`src/rtl/uart_irq_pkg.sv`:
```
// Shared constants for the UART interrupt flag aggregator.
// Assumes the flag vector is laid out as transmit group, then receive group,
// then error group, from bit 0 upward.
package uart_irq_pkg;
    localparam int N_TX    = 2;
    localparam int N_RX    = 4;
    localparam int N_ERR   = 4;
    localparam int N_SRC   = N_TX + N_RX + N_ERR;
    localparam int N_EVT   = N_RX + N_ERR;
    localparam int TX_LO   = 0;
    localparam int RX_LO   = TX_LO + N_TX;
    localparam int ERR_LO  = RX_LO + N_RX;
endpackage

```
`src/rtl/uart_irq_flag_cell.sv`:
```
// One status flag register.
// LEVEL=1: the flag copies its source each cycle, and the clear input is ignored.
// LEVEL=0: the flag is sticky. The source sets it, the clear input clears it,
// and a set beats a clear in the same cycle.
// Assumes the set and clear inputs are one-cycle strobes that are synchronous to clk.
module uart_irq_flag_cell #(
    parameter bit LEVEL = 1'b0
) (
    input  logic clk,
    input  logic rst_n,
    input  logic src_i,
    input  logic clr_i,
    output logic flag_o
);
    generate
        if (LEVEL) begin : g_level
            // Follow the source level, one edge late
            always_ff @(posedge clk) begin
                if (!rst_n) flag_o <= 1'b0;
                else        flag_o <= src_i;
            end
            logic unused_clr;
            assign unused_clr = clr_i;
        end else begin : g_sticky
            // Set on strobe, hold, clear on clear strobe; set has priority
            always_ff @(posedge clk) begin
                if (!rst_n)     flag_o <= 1'b0;
                else if (src_i) flag_o <= 1'b1;
                else if (clr_i) flag_o <= 1'b0;
            end
        end
    endgenerate
endmodule

```
`src/rtl/uart_irq_req.sv`:
```
// Registered interrupt request for one group of flags.
// The request is the OR of the group's flags, each gated by its enable bit,
// and it is registered once.
// Assumes flags_i comes from registers, so the request trails the flags by one edge.
module uart_irq_req #(
    parameter int W = 4
) (
    input  logic         clk,
    input  logic         rst_n,
    input  logic [W-1:0] flags_i,
    input  logic [W-1:0] en_i,
    output logic         req_o
);
    logic any_live;

    // Combine the enabled flags of the group
    always_comb any_live = |(flags_i & en_i);

    // Register the request level
    always_ff @(posedge clk) begin
        if (!rst_n) req_o <= 1'b0;
        else        req_o <= any_live;
    end
endmodule

```
`src/rtl/uart_irq_agg.sv`:
```
// UART interrupt flag aggregator (top).
// Holds ten status flags (two transmit levels and eight sticky receive and error
// events) and drives three registered request lines, one for each group.
// Assumes the strobes and the transmitter levels are synchronous to clk.
module uart_irq_agg
    import uart_irq_pkg::*;
(
    input  logic             clk,
    input  logic             rst_n,
    input  logic             tx_buf_empty_i,
    input  logic             tx_done_i,
    input  logic [N_EVT-1:0] evt_i,
    input  logic [N_SRC-1:0] flag_clr_i,
    input  logic [N_SRC-1:0] irq_en_i,
    output logic [N_SRC-1:0] flags_o,
    output logic             irq_tx_o,
    output logic             irq_rx_o,
    output logic             irq_err_o
);
    logic [N_SRC-1:0] src;

    // Map the transmitter levels and the event strobes onto flag positions
    always_comb begin
        src = '0;
        src[TX_LO]     = tx_buf_empty_i;
        src[TX_LO + 1] = tx_done_i;
        src[N_SRC-1:RX_LO] = evt_i;
    end

    genvar i;
    generate
        for (i = 0; i < N_SRC; i++) begin : g_flag
            uart_irq_flag_cell #(.LEVEL(i < N_TX)) u_cell (
                .clk    (clk),
                .rst_n  (rst_n),
                .src_i  (src[i]),
                .clr_i  (flag_clr_i[i]),
                .flag_o (flags_o[i])
            );
        end
    endgenerate

    uart_irq_req #(.W(N_TX)) u_req_tx (
        .clk     (clk),
        .rst_n   (rst_n),
        .flags_i (flags_o[TX_LO +: N_TX]),
        .en_i    (irq_en_i[TX_LO +: N_TX]),
        .req_o   (irq_tx_o)
    );

    uart_irq_req #(.W(N_RX)) u_req_rx (
        .clk     (clk),
        .rst_n   (rst_n),
        .flags_i (flags_o[RX_LO +: N_RX]),
        .en_i    (irq_en_i[RX_LO +: N_RX]),
        .req_o   (irq_rx_o)
    );

    uart_irq_req #(.W(N_ERR)) u_req_err (
        .clk     (clk),
        .rst_n   (rst_n),
        .flags_i (flags_o[ERR_LO +: N_ERR]),
        .en_i    (irq_en_i[ERR_LO +: N_ERR]),
        .req_o   (irq_err_o)
    );
endmodule

```
`config.mk`:
```
export PLATFORM = sky130hd
export DESIGN_NAME = uart_irq_agg
export DESIGN_NICKNAME = d
export VERILOG_FILES = /design/src/rtl/uart_irq_pkg.sv /design/src/rtl/uart_irq_flag_cell.sv /design/src/rtl/uart_irq_req.sv /design/src/rtl/uart_irq_agg.sv
export SDC_FILE = /design/constraint.sdc
export NUM_CORES = 1
export LEC_CHECK = 0
export BUFFER_PORTS_ARGS = -buffer_cell sky130_fd_sc_hd__buf_4
export CAP_MARGIN = 20
export CORE_MARGIN = 2
export CORE_UTILIZATION = 32
export DETAILED_ROUTE_END_ITERATION = 8
export GPL_ROUTABILITY_DRIVEN = 0
export PLACE_DENSITY = 0.79
export SYNTH_ARGS = -nofsm -noshare
export SYNTH_HDL_FRONTEND = slang
export SYNTH_SLANG_ARGS = --single-unit
export TNS_END_PERCENT = 5
```
`constraint.sdc`:
```
create_clock -name clk -period 0.8 [get_ports clk]
set_input_delay 0.08 -clock clk [delete_from_list [all_inputs] [get_ports clk]]
set_output_delay 0.08 -clock clk [all_outputs]
set_load 0.02 [all_outputs]
```
==> results.py <==
metrics = {
    "critical_path": {
        "rr_worst_depth": 3,
        "critical_path.max_stage_delay_ps": 350,
        "worst_path_max_delay_cell": "dfxtp_2",
        "worst-path-buf-inv": 1,
        "endpoint": "flags_o[3]",
        "crit_start": "g_flag[3].u_cell.flag_o",
        "cp.arrival_ps": 730,
        "cp_num_cells": 1,
        "worstSetupPathType": "reg2out",
        "worstReg2RegEnd": "u_req_rx.req_o",
        "cp_top_family": "flip-flops",
        "critPathLaunchType": "flip-flop",
        "r2r_start": "g_flag[5].u_cell.flag_o",
        "crit_chain": "buf_6",
        "crit_fanout": 3,
        "worst-r2r-setup-slack_ps": 0,
        "worstPathRequired_ps": 720,
        "end_kind": "output port",
    },
    "floorplanning": {
        "rows": 14,
        "core_um2": 1524,
        "pin_count": 45,
        "die_w_um": 44.62,
        "die_area_um2": 1991,
        "initial_utilization_pct": 34.65,
        "die_h_um": 44.62,
    },
    "cts": {
        "cts_buffers": 3,
        "root_buffer": "clkbuf_4",
        "cts.clk_slew.worst_paths_ps": 80,
        "cts_buffer_depth": 2,
        "clk_latency_ps": 260,
        "cts_num_sinks": 13,
        "cts_tree": "yes",
        "htreeDepth": 1,
    },
    "cells_and_area": {
        "synthToLayoutAreaGrowth_pct": 65.88,
        "fin_nets": 119,
        "fill_cells": 137,
        "final_cell_area_um2": 875.8,
        "insertedDiodeCount": 0,
        "drive_gt1_share_pct": 68.60,
    },
    "outcome": {
        "status": "finished, violations left",
        "violations": "negative setup slack",
    },
    "power": {
        "power_switching_mw": 0.3428,
        "p_seq_share_pct": 50.4,
        "p_int_mw": 1.102,
        "total_power_mw": 1.444,
        "clkPwrFrac_pct": 27.1,
        "p_leak_nw": 0.4090,
        "pwr-share-comb_pct": 22.5,
        "powerDensity_nw_per_um2": 1649,
        "switching_share_pct": 23.74,
        "peakVddDrop_v": 0.001223,
    },
    "global_route": {
        "grt_usage_pct": 13.05,
        "antenna_found_initial": 0,
        "grt_pass1_wl_um": 1787,
        "first_global_vias": 467,
        "grt_max_degree": 14,
        "grt-ovfl-total": 0,
    },
    "detailed_routing": {
        "drtIter0Drc": 3,
        "wl_um": 1162,
        "routedWlPerCell_um": 11.39,
        "drcViolationCount": 0,
        "ant_nets": 0,
        "avgViaCountPerCell": 4.608,
        "vias": 470,
        "dr.pass1.iters": 4,
    },
    "yosys": {
        "synth-seq-area-share_pct": 49.29,
        "ys_warn_count": 0,
        "synthCells": 50,
        "syn_area_per_cell_um2": 10.56,
        "post_synth_instance_area_um2": 528.0,
        "syn-num-nets": 82,
        "ys_ff_latch": 13,
        "synth.distinct_cells": 8,
    },
    "place": {
        "post-place-ws_ps": 73.72,
        "place_hpwl_um": 919.4,
        "post_dp_cell_area_um2": 777.0,
        "io_buffers": 42,
    },
    "timing": {
        "hold_viol_final": 0,
        "slew_headroom_pct": 85.02,
        "grt_setup_unrepaired": "true",
        "setup_ws_ps": -12.73,
        "finalSetupViolCount": 8,
        "period_needed_ps": 812.7,
        "slew_violations": 0,
        "max_freq_mhz": 1230,
        "skew_ps": 0.5415,
        "timing.setup.tns_ps": -51.75,
        "period_share_pct": 101.6,
        "worstMarginPinSlew_ps": 224.6,
    },
    "min_path": {
        "min_path_cells": 2,
        "hold_path_class": "in2reg",
    },
    "run": {
        "cap_violations": 0,
    },
}
-- power by group through the flow --
stage | combinational [mW] | clock [mW] | sequential, mW
finish | 0.325 | 0.391 | 0.728
global route | 0.350 | 0.444 | 0.734
CTS | 0.330 | 0.422 | 0.728
detailed placement | 0.299 | 0 | 0.728
global placement | 0.292 | 0 | 0.726
floorplan | 0.151 | 0 | 0.737
-- registers in the layout, indices dropped and copies added (netlist names) --
signal and cells:
g_flag.u_cell.flag_o 10, u_req_rx.req_o 1, u_req_tx.req_o 1, u_req_err.req_o 1
-- per-stage QoR --
stage / hold slack, ps / utilization (%) / std cells
final: 14.70 / 57.47 / 102
after global routing: 3.636 / 57.47 / 102
after CTS: 2.402 / 57.39 / 102
after detailed placement: 292.1 / 50.99 / 97
after global placement: 288.2 / 50.99 / 97
after floorplan: 203.8 / - / 50
-- worst min-delay path by stage --
stage | startpoint | end | slack, ps
after floorplan | evt_i[0] | g_flag[2].u_cell.flag_o | 200
after global placement | evt_i[5] | g_flag[7].u_cell.flag_o | 290
after detailed placement | evt_i[4] | g_flag[6].u_cell.flag_o | 290
after CTS | evt_i[4] | g_flag[6].u_cell.flag_o | 2
after global routing | evt_i[5] | g_flag[7].u_cell.flag_o | 4
final | evt_i[4] | g_flag[6].u_cell.flag_o | 10
-- cell families after synthesis --
family	synth area share [%]
AND/OR/NAND/NOR	13.03
buffers and inverters	16.35
flip-flops	49.29
AO/OA/AOI/OAI	21.33
-- final cells by class --
| cell class | count | area [um^2] | share of cell area (%) |
|---|---|---|---|
| timing repair buffer | 43 | 371.6 | 42.43 |
| sequential | 13 | 276.5 | 31.57 |
| multi-input combinational | 26 | 181.4 | 20.71 |
| clock buffer | 4 | 26.28 | 3.000 |
| tap | 16 | 20.02 | 2.286 |
-- cell usage after synthesis (all sizes together) --
cell | n | area share [%]
nor2b | 9 | 11
o21a | 8 | 11
and2 | 2 | 2.4
dfxtp | 13 | 49
a21boi | 2 | 2.8
buf | 11 | 16
a22oi | 5 | 7.1
-- layout by cell type (no fill, tap or decap) --
cell type  instances
and2_1             2
dfxtp_2           13
nor2b_1            9
o21a_1             8
a21boi_1           2
clkbuf_4           3
clkbuf_1           1
buf_6             13
a22oi_1            5
buf_4             30
-- per-layer routing --
layer / vias up / wire (um) / share of wire [%] / GRT usage (%)
li1: 233 / - / - / -
met1: 207 / 398 / 34 / 12.10
met2: 28 / 596 / 51 / 22.61
met3: 2 / 156 / 13 / 8.163
met4: 0 / 10 / 0.86 / 5.455
met5: - / 0 / 0 / 0
-- repair_timing --
action,4_1_cts,5_1_grt
resized for setup,25,1
hold buffers,0,0
pin swaps,1,0
setup endpoints to repair,13,14
setup buffers,1,0
Power figures use the tool's default switching activity.
